<file path="config.mk">
export PLATFORM = sky130hd
export DESIGN_NAME = flash_status_gen
export DESIGN_NICKNAME = d
export VERILOG_FILES = /design/src/rtl/fsg_pkg.sv /design/src/rtl/fsg_cfg_reg.sv /design/src/rtl/fsg_op_track.sv /design/src/rtl/fsg_toggle.sv /design/src/rtl/flash_status_gen.sv
export SDC_FILE = /design/constraint.sdc
export NUM_CORES = 1
export LEC_CHECK = 0
export BUFFER_PORTS_ARGS = -buffer_cell sky130_fd_sc_hd__buf_2
export CAP_MARGIN = 20
export CORE_MARGIN = 5
export CORE_UTILIZATION = 38
export DETAILED_ROUTE_END_ITERATION = 10
export GPL_TIMING_DRIVEN = 0
export PLACE_DENSITY = 0.76
export SLEW_MARGIN = 20
export SYNTH_ARGS = -nofsm -noshare
export SYNTH_HDL_FRONTEND = slang
export SYNTH_SLANG_ARGS = --single-unit
</file>
<file path="constraint.sdc">
create_clock -name clk -period 1.9 [get_ports clk]
set_input_delay 0.38 -clock clk [delete_from_list [all_inputs] [get_ports clk]]
set_output_delay 0.38 -clock clk [all_outputs]
set_load 0.1 [all_outputs]
</file>
<file path="src/rtl/fsg_pkg.sv">
package fsg_pkg;

    typedef enum logic [1:0] {
        POLL_INVERT = 2'b00,
        POLL_DONE   = 2'b01
    } poll_mode_e;

    typedef struct packed {
        logic is_erase;
        logic ld_bit7;
    } op_ctx_t;

    localparam int STAT_W = 8;

    function automatic logic cfg_legal(input logic [1:0] v);
        return (v == 2'b00) || (v == 2'b01);
    endfunction

    function automatic logic [STAT_W-1:0] pack_status(input logic b7,
                                                      input logic b6,
                                                      input logic b5);
        logic [STAT_W-1:0] s;
        s    = '0;
        s[7] = b7;
        s[6] = b6;
        s[5] = b5;
        return s;
    endfunction

endpackage

</file>
<file path="src/rtl/fsg_cfg_reg.sv">
module fsg_cfg_reg
    import fsg_pkg::*;
(
    input  logic       clk,
    input  logic       rst,
    input  logic       wr_en,
    input  logic [1:0] wr_val,
    output poll_mode_e mode
);
    always_ff @(posedge clk) begin
        if (rst) begin
            mode <= POLL_INVERT;
        end else if (wr_en && cfg_legal(wr_val)) begin
            mode <= poll_mode_e'(wr_val);
        end
    end
endmodule

</file>
<file path="src/rtl/fsg_op_track.sv">
module fsg_op_track
    import fsg_pkg::*;
#(
    parameter int AW = 19
) (
    input  logic          clk,
    input  logic          rst,
    input  logic          op_start,
    input  logic          op_is_erase,
    input  logic [AW-1:0] load_addr,
    input  logic          load_d7,
    input  logic          op_busy,
    input  logic          op_fail,
    input  logic          exit_cmd,
    output op_ctx_t       ctx,
    output logic [AW-1:0] ld_addr,
    output logic          fail_q,
    output logic          rdy_busy
);
    always_ff @(posedge clk) begin
        if (rst) begin
            ctx     <= '0;
            ld_addr <= '0;
        end else if (op_start) begin
            ctx.is_erase <= op_is_erase;
            ctx.ld_bit7  <= load_d7;
            ld_addr      <= load_addr;
        end
    end

    always_ff @(posedge clk) begin
        if (rst) begin
            fail_q <= 1'b0;
        end else if (op_fail) begin
            fail_q <= 1'b1;
        end else if (exit_cmd) begin
            fail_q <= 1'b0;
        end
    end

    always_ff @(posedge clk) begin
        if (rst) begin
            rdy_busy <= 1'b1;
        end else begin
            rdy_busy <= ~op_busy;
        end
    end
endmodule

</file>
<file path="src/rtl/fsg_toggle.sv">
module fsg_toggle (
    input  logic clk,
    input  logic rst,
    input  logic clr,
    input  logic adv,
    output logic tog
);
    always_ff @(posedge clk) begin
        if (rst || clr) begin
            tog <= 1'b0;
        end else if (adv) begin
            tog <= ~tog;
        end
    end
endmodule

</file>
<file path="src/rtl/flash_status_gen.sv">
module flash_status_gen
    import fsg_pkg::*;
#(
    parameter int DW = 16,
    parameter int AW = 19
) (
    input  logic          clk,
    input  logic          rst,
    input  logic          op_start,
    input  logic          op_is_erase,
    input  logic [AW-1:0] load_addr,
    input  logic          load_d7,
    input  logic          op_busy,
    input  logic          op_fail,
    input  logic          exit_cmd,
    input  logic          cfg_wr,
    input  logic [1:0]    cfg_val,
    input  logic          rd_strobe,
    input  logic [AW-1:0] rd_addr,
    input  logic [DW-1:0] array_data,
    output logic [DW-1:0] rd_data,
    output logic          stat_active,
    output logic          rdy_busy
);
    localparam int PAD_W = DW - STAT_W;

    poll_mode_e      mode_e;
    logic [1:0]      mode_q;
    op_ctx_t         ctx_q;
    logic [AW-1:0]   ld_addr_q;
    logic            fail_q;
    logic            tog_q;
    logic            in_status;
    logic            addr_hit;
    logic            poll_bit;
    logic [STAT_W-1:0] stat_word;

    fsg_cfg_reg u_cfg (
        .clk    (clk),
        .rst    (rst),
        .wr_en  (cfg_wr),
        .wr_val (cfg_val),
        .mode   (mode_e)
    );

    fsg_op_track #(.AW(AW)) u_track (
        .clk         (clk),
        .rst         (rst),
        .op_start    (op_start),
        .op_is_erase (op_is_erase),
        .load_addr   (load_addr),
        .load_d7     (load_d7),
        .op_busy     (op_busy),
        .op_fail     (op_fail),
        .exit_cmd    (exit_cmd),
        .ctx         (ctx_q),
        .ld_addr     (ld_addr_q),
        .fail_q      (fail_q),
        .rdy_busy    (rdy_busy)
    );

    fsg_toggle u_tog (
        .clk (clk),
        .rst (rst),
        .clr (op_start),
        .adv (rd_strobe && stat_active),
        .tog (tog_q)
    );

    assign mode_q = mode_e;

    always_comb begin
        in_status   = op_busy || fail_q;
        addr_hit    = (rd_addr == ld_addr_q);
        stat_active = in_status && (ctx_q.is_erase || addr_hit);
        if (mode_e == POLL_DONE) begin
            poll_bit = ~op_busy;
        end else if (ctx_q.is_erase) begin
            poll_bit = 1'b0;
        end else begin
            poll_bit = ~ctx_q.ld_bit7;
        end
        stat_word = pack_status(poll_bit, tog_q, fail_q);
        if (stat_active) begin
            rd_data = {{PAD_W{1'b0}}, stat_word};
        end else begin
            rd_data = array_data;
        end
    end
endmodule

</file>
After elaboration in Yosys (flattened, before gate mapping)
Cells that the tools add are included.
{"block": "totals", "ff_bits": 26, "rom_bits": 0, "latchBits": 0, "output_inout_bits": 18, "n_memories": 0, "input_bits": 66, "mem_bits_rw": 0, "word_cells": 27}
{"block": "op_classes", "n_eq_ne": 3, "n_reduce_logical": 9, "n_addsub": 0, "n_div": 0, "shift": 0, "n_bitwise": 3, "mux": 5, "n_lt_le_gt_ge": 0, "n_mul": 0}
{"operator": "$eq A19 B19 Y1", "count": 1}
{"operator": "$mux W16", "count": 1}
{"operator": "$eq A2 B1 Y1 const B", "count": 2}
{"operator": "$logic_or A1 B1 Y1", "count": 4}
{"operator": "$mux W1", "count": 4}
{"operator": "$logic_and A1 B1 Y1", "count": 3}
{"operator": "$not A1 Y1", "count": 3}
{"operator": "$logic_not A2 Y1", "count": 1}
{"operator": "$reduce_bool A2 Y1", "count": 1}

Depth between registers and ports, before layout
Gate-level depths: netlist (run 1).
{"block": "depth", "depth_word": 4, "depth_mapped": 7, "depth_no_buf": 6}

By module
From an unflattened synthesis (run 1), not the netlist that was laid out.
{"block": "unflattened", "cells_unflattened": 144, "hier_area_um2": 1407.6}
{"module": "fsg_op_track", "cells_per_inst": 74, "area_per_inst_um2": 813.3, "instances": 1, "seq_area_each_um2": 460.4}
{"module": "flash_status_gen", "cells_per_inst": 60, "area_per_inst_um2": 466.7, "instances": 1, "seq_area_each_um2": 0.0}
{"module": "fsg_cfg_reg", "cells_per_inst": 7, "area_per_inst_um2": 88.8, "instances": 1, "seq_area_each_um2": 40.0}
{"module": "fsg_toggle", "cells_per_inst": 3, "area_per_inst_um2": 38.8, "instances": 1, "seq_area_each_um2": 20.0}

Worst setup path before layout (run 1)
No wires, ideal clock.
{"block": "synth_timing", "kind": "in2out", "startpoint": "in rd_addr[0]", "endpoint": "out rd_data[10]", "n_path_buf": 1, "required_time_ps": 1520, "path_slack_ps": -966, "arrival_ps": 2486, "stages": 7, "path_cell_list": "xor2_1 nor4_1 nand3_1 o21bai_2 o21a_4 buf_6 nor2b_1"}
{"block": "synth_between", "elab_chain_cells": 4}
{"item": "from (decl)", "line_no": "flash_status_gen.sv:19", "rtl": "input logic [AW-1:0] rd_addr,"}
{"item": "$eq A19 B19 Y1", "line_no": "flash_status_gen.sv:74", "rtl": "addr_hit = (rd_addr == ld_addr_q);"}
{"item": "$logic_or A1 B1 Y1", "line_no": "flash_status_gen.sv:75", "rtl": "stat_active = in_status && (ctx_q.is_erase || addr_hit);"}
{"item": "$logic_and A1 B1 Y1", "line_no": "flash_status_gen.sv:75"}
{"item": "via stat_active", "line_no": "flash_status_gen.sv:22", "rtl": "output logic stat_active,"}
{"item": "$mux W16", "line_no": "flash_status_gen.sv:84", "rtl": "if (stat_active) begin"}
{"item": "to (decl)", "line_no": "flash_status_gen.sv:21", "rtl": "output logic [DW-1:0] rd_data,"}
The timed path passes the listed nets, and every way through them passes these cells.

Worst setup path after layout (run 1)
{"block": "layout_timing", "startpoint": "reg u_track.ld_addr[6]", "endpoint": "out rd_data[7]"}
{"block": "layout_between", "elab_chain_cells": 4}
{"item": "from (decl)", "line_no": "fsg_op_track.sv:16", "rtl": "output logic [AW-1:0] ld_addr,"}
{"item": "from (signal assigned)", "line_no": "fsg_op_track.sv:27", "rtl": "ld_addr <= load_addr;"}
{"item": "$eq A19 B19 Y1", "line_no": "flash_status_gen.sv:74"}
{"item": "$logic_or A1 B1 Y1", "line_no": "flash_status_gen.sv:75"}
{"item": "$logic_and A1 B1 Y1", "line_no": "flash_status_gen.sv:75"}
{"item": "$mux W16", "line_no": "flash_status_gen.sv:84"}
No other way between the ends.

==> results of run 1 <==
## sequential cells by signal (all words and copies together), names as in the netlist
name              cells
u_track.fail_q        1
u_track.ctx           2
u_track.rdy_busy      1
u_cfg.mode            2
u_track.ld_addr      19
u_tog.tog             1
## cell families (layout without fill, tap and decap cells)
logic type / after synthesis / count (layout) / share of synthesized area (%)
and+or+nand+nor: 51 / 51 / 19.50
xor gates and xnor gates: 20 / 20 / 13.45
buffers and inverters: 8 / 98 / 3.073
AOI/OAI and AO/OA: 8 / 8 / 5.379
DFF: 26 / 26 / 39.96
muxes: 24 / 24 / 18.64
## cells in the mapped netlist, types with 2 or more instances
master	count	area, sq um
mux2_1	2	22.52
buf_2	2	10.01
nor4_1	4	25.02
nor2b_1	15	93.84
clkbuf_1	4	15.01
xor2_1	19	166.4
a21oi_1	2	10.01
dfxtp_1	26	520.5
nand2_1	2	7.510
nor2_1	25	93.84
mux2i_1	22	220.2
## stage by stage
step | area [sq um] | cells
after CTS | 2178 | 271
after floorplan | 1398 | 137
after global placement | 1861 | 264
final | 2252 | 273
after detailed placement | 1861 | 264
after global routing | 2252 | 273
## critical path, stage by stage (launching register included)
cell and delay, ps:
dfxtp_2 350, xor2_1 130, nor4_1 310, nand3_1 180
o21bai_2 210, o21a_4 200, mux2_4 320, buf_12 170
## routing by layer
metal  part of all wire, %  track usage, %
met1                    37           17.76
met2                    50           27.65
met4                   1.2           4.963
met3                    13           5.024
met5                     0               0
## timing repair
item / CTS / global route
buffers inserted: 4 / 2
pin swaps: 7 / 5
resized for setup: 73 / 6
cloned: 0 / 1
setup endpoints to repair: 17 / 17
## where the power goes
group | switching, W | leakage [nW] | internal, W | total, W
logic | 0.000335 | 0.902 | 0.000248 | 0.000583
clock network | 0.000157 | 0.0138 | 0.0000742 | 0.000231
registers | 0.0000210 | 0.216 | 0.000577 | 0.000598
## area by class of cell
class / instances / area (sq um) / area share, %
plain buffers: 7 / 45.04 / 2.000
clock buffers: 3 / 22.52 / 1.000
inverters: 1 / 3.754 / 0.1667
multi-input cells: 103 / 857.1 / 38.06
flip-flops and latches: 26 / 526.8 / 23.39
well taps: 46 / 57.56 / 2.556
repair buffers: 87 / 739.5 / 32.83
## worst min-delay path by stage
stage	end	slack [ps]	depth (start not counted)	startpoint
3_3_place_gp	u_cfg.mode[1]	470	1	u_cfg.mode[1]
2_1_floorplan	u_cfg.mode[0]	450	2	u_cfg.mode[0]
6_report	u_track.ld_addr[15]	290	3	load_addr[15]
5_1_grt	u_track.ld_addr[8]	260	3	load_addr[8]
4_1_cts	u_track.fail_q	260	3	op_fail
3_5_place_dp	u_cfg.mode[1]	470	1	u_cfg.mode[1]
==> flow_metrics.env, run 1 <==
export IMPL_avgSynthCellArea_sq_um=9.507
export IMPL_dominantRegCellSynth="dfxtp_1"
export IMPL_design_power_total_w=0.001412
export IMPL_port_buffers=81
export IMPL_grt_use_total_pct=15.68
export IMPL_finalCritPeriodShare_pct=135.1
export IMPL_start_kind="flip-flop"
export IMPL_r2r_cells=7
export IMPL_period_minus_slack_ps=2567
export IMPL_cts_buffers_inserted=3
export IMPL_drt_total_wl_um=3885
export IMPL_leakage_nw=1.132
export IMPL_area_growth_pct=72.91
export IMPL_startpoint="u_track.ld_addr[6]"
export IMPL_fillers=255
export IMPL_cts_tree="yes"
export IMPL_vias=1278
export IMPL_irDropWorstVdd_v=0.0003586
export IMPL_antenna_found_initial=0
export IMPL_slew_headroom_pct=67.50
export IMPL_dp_slack_ps=-740.2
export IMPL_clock_skew_ps=5.578
export IMPL_rr_endpoint="u_tog.tog"
export IMPL_syn_nets=203
export IMPL_nets=295
export IMPL_rr_startpoint="u_track.ld_addr[6]"
export IMPL_slew_viol_final=0
export IMPL_cp_arrival_ps=2190
export IMPL_ctsLongestPathBuffers=2
export IMPL_finalWorstSetupSlack_ps=-666.8
export IMPL_drc_errors=0
export IMPL_critPathCaptureType="output pin"
export IMPL_grt_pass1_vias=1228
export IMPL_grt_pass1_wl_um=5457
export IMPL_wl_per_cell_um=14.23
export IMPL_outcome="finished, violations left"
export IMPL_start_util_pct=39.03
export IMPL_boundaryPins=84
export IMPL_cts_hold_fix_buffers=0
export IMPL_cp_endpoint="rd_data[7]"
export IMPL_holdWs_ps=287.1
export IMPL_synth_edf_count=0
export IMPL_rows=21
export IMPL_htree_num_levels=1
export IMPL_ant_nets=0
export IMPL_die_y_um=68.55
export IMPL_failed_checks="setup timing"
export IMPL_dp_hpwl_um=2558
export IMPL_fin_util_pct=67.49
export IMPL_dr_pass1_iters=4
export IMPL_setup_viol_count_final=17
export IMPL_cts_root_buf="clkbuf_4"
export IMPL_netlist_area_sq_um=1302
export IMPL_place_congestion=0.7069
export IMPL_hold_class="in2reg"
export IMPL_syn_inst=137
export IMPL_fin_tns_setup_ps=-10650
export IMPL_synth_seq_area_share_pct=39.96
export IMPL_drive_above_1_share_pct=53.74
export IMPL_clock_latency_ps=320
export IMPL_cts_sinks=26
export IMPL_grt_ovfl_total=0
export IMPL_path_class="reg2out"
export IMPL_required_ps=1520
export IMPL_grt_max_degree=14
export IMPL_async_flop_share_pct=0
export IMPL_critPathMaxFanout=4
export IMPL_max_freq_ghz=0.3896
export IMPL_synth_seq_cells=26
export IMPL_drtIter0Drc=49
export IMPL_yosys_warnings=0
export IMPL_netlist_cell_type_count=25
export IMPL_die_x_um=68.55
export IMPL_dieArea_sq_um=4698
export IMPL_regToRegSetupSlack_ps=200
export IMPL_viasPerCell=4.681
export IMPL_antennaDiodeCount=0
export IMPL_core_area_sq_um=3337
export IMPL_clkTransAtPathRegs_ps=140
export IMPL_rsz0062_at_grt="yes"
export IMPL_layout_common_cells="buf_2, nor2_1, mux2i_1, dfxtp_1"
export IMPL_cap_violations=0
export IMPL_power_density_nw_per_um2=627.2
export IMPL_worst_pin_slew_ps=490.8
export IMPL_final_common_cell="buf_2"
export IMPL_final_hold_viol_count=0
No activity file was read; power rests on OpenSTA's default activity.
==> run 2, diff against run 1 <==
- CORE_UTILIZATION: 38 -> 30
- PLACE_DENSITY: 0.76 -> not set
==> flow_metrics.env, run 2 (synthesized netlist as in run 1, its figures left out) <==
export IMPL_leakage_nw=1.131
export IMPL_holdWs_ps=310.9
export IMPL_ctsLongestPathBuffers=2
export IMPL_largest_register_ffs=19
export IMPL_worst_pin_slew_ps=489.9
export IMPL_die_x_um=75.89
export IMPL_fillers=387
export IMPL_required_ps=1520
export IMPL_final_common_cell="buf_2"
export IMPL_cts_buffers_inserted=3
export IMPL_drc_errors=0
export IMPL_cap_violations=0
export IMPL_whs_endpoint="u_track.fail_q"
export IMPL_failed_checks="setup timing"
export IMPL_irDropWorstVdd_v=0.0002831
export IMPL_grt_use_total_pct=12.40
export IMPL_pwr_share_comb_pct=38.7
export IMPL_drt_total_wl_um=3635
export IMPL_cts_tree="yes"
export IMPL_regArea_sq_um=525.5
export IMPL_critPathMaxFanout=5
export IMPL_regMostFlops="u_track.ld_addr"
export IMPL_die_y_um=75.89
export IMPL_rsz0062_at_grt="yes"
export IMPL_hold_depth=3
export IMPL_ant_nets=0
export IMPL_rr_startpoint="u_track.ld_addr[16]"
export IMPL_finalWorstSetupSlack_ps=-616.9
export IMPL_hold_start="op_fail"
export IMPL_drive_above_1_share_pct=53.30
export IMPL_grt_pass1_vias=1241
export IMPL_htree_num_levels=1
export IMPL_power_density_nw_per_um2=655.0
export IMPL_outcome="finished, violations left"
export IMPL_rr_endpoint="u_tog.tog"
export IMPL_finalCritPeriodShare_pct=132.5
export IMPL_grt_max_degree=14
export IMPL_max_freq_ghz=0.3973
export IMPL_dr_pass1_iters=2
export IMPL_nets=295
export IMPL_grt_pass1_wl_um=5368
export IMPL_grt_ovfl_total=0
export IMPL_drtIter0Drc=37
export IMPL_seqPwrFrac_pct=40.5
export IMPL_clkTransAtPathRegs_ps=90
export IMPL_period_minus_slack_ps=2517
export IMPL_start_kind="flip-flop"
export IMPL_slew_headroom_pct=67.34
export IMPL_vias=1234
export IMPL_boundaryPins=84
export IMPL_reg_top3="u_track.ld_addr: 19 flops, u_cfg.mode: 2 flops, u_track.ctx: 2 flops"
export IMPL_clockPowerShare_pct=20.7
export IMPL_critPathCaptureType="output pin"
export IMPL_cts_sinks=26
export IMPL_fin_area_sq_um=2248
export IMPL_cp_arrival_ps=2140
export IMPL_layout_common_cells="buf_2, nor2_1, mux2i_1, dfxtp_1, xor2_1"
export IMPL_hold_class="in2reg"
export IMPL_dieArea_sq_um=5759
export IMPL_area_growth_pct=72.62
export IMPL_fin_cells=279
export IMPL_dp_hpwl_um=2679
export IMPL_rows=24
export IMPL_clock_skew_ps=5.707
export IMPL_intPower_w=0.0009587
export IMPL_antenna_found_initial=0
export IMPL_final_hold_viol_count=0
export IMPL_place_area_sq_um=1868
export IMPL_port_buffers=81
export IMPL_wl_per_cell_um=13.03
export IMPL_core_area_sq_um=4294
export IMPL_dp_slack_ps=-745.3
export IMPL_viasPerCell=4.423
export IMPL_regToRegSetupSlack_ps=180
export IMPL_clock_latency_ps=270
export IMPL_p_sw_w=0.0005140
export IMPL_slew_viol_final=0
export IMPL_place_congestion=0.7039
export IMPL_antennaDiodeCount=0
export IMPL_setup_viol_count_final=17
export IMPL_dpl_cell_count=270
export IMPL_path_class="reg2out"
export IMPL_cts_hold_fix_buffers=0
export IMPL_p_sw_share_pct=34.90
export IMPL_multi_input_area_sq_um=854.6
export IMPL_start_util_pct=30.33
export IMPL_r2r_cells=7
export IMPL_cts_root_buf="clkbuf_8"
export IMPL_fin_util_pct=52.36
==> run 2: cell counts in the layout (fill, tap and decap cells not counted) <==
No cell type changed its count.
==> run 2: cell type report <==
cell class | instances | share of cell area, %
plain buffers | 7 | 2.003
inverters | 1 | 0.1669
multi-input cells | 103 | 38.01
well taps | 52 | 2.894
flip-flops and latches | 26 | 23.37
repair buffers | 87 | 31.72
clock buffers | 3 | 1.836
==> run 2: stage by stage <==
| step | total power, W | TNS (ps) |
|---|---|---|
| CTS | 0.001477 | -9418 |
| detailed placement | 0.001067 | -10160 |
| floorplan | 0.0009523 | -3351 |
| finish | 0.001473 | -9238 |
| global placement | 0.001063 | -10130 |
| global route | 0.001557 | -10990 |
==> run 2: worst max-delay path by stage <==
stage                   startpoint          end
6_report       u_track.ld_addr[16]   rd_data[7]
5_1_grt        u_track.ld_addr[16]   rd_data[7]
4_1_cts         u_track.ld_addr[6]   rd_data[6]
3_5_place_dp           rd_addr[14]  stat_active
3_3_place_gp           rd_addr[14]  stat_active
2_1_floorplan           rd_addr[0]   rd_data[0]
==> run 2: timing repair <==
item,4_1_cts,5_1_grt
endpoints found under the setup margin,17,17
pin swaps,4,4
setup buffers,3,2
cloned,0,1
hold endpoints to repair,0,0
resized for setup,70,4
==> run 2: critical path: stages, from the launching register on <==
cell      delay [ps]
dfxtp_2          340
xor2_2           150
nor4_2           320
nand3_1          180
o21bai_2         190
o21a_4           200
mux2_4           320
buf_12           170
==> run 2: power by group through the flow <==
stage,clock [W],sequential [W],combinational (W)
detailed placement,0,0.000608,0.000459
global route,0.000354,0.000601,0.000602
global placement,0,0.000608,0.000455
floorplan,0,0.000612,0.000340
finish,0.000306,0.000597,0.000570
CTS,0.000323,0.000596,0.000558
==> run 2: metal layers <==
metal | vias up | share of wire [%] | track usage [%]
met2 | 64 | 46 | 21.01
met4 | 0 | 0.66 | 4.272
met3 | 2 | 12 | 4.090
li1 | 629 | - | -
met5 | - | 0 | 0
met1 | 539 | 41 | 14.60
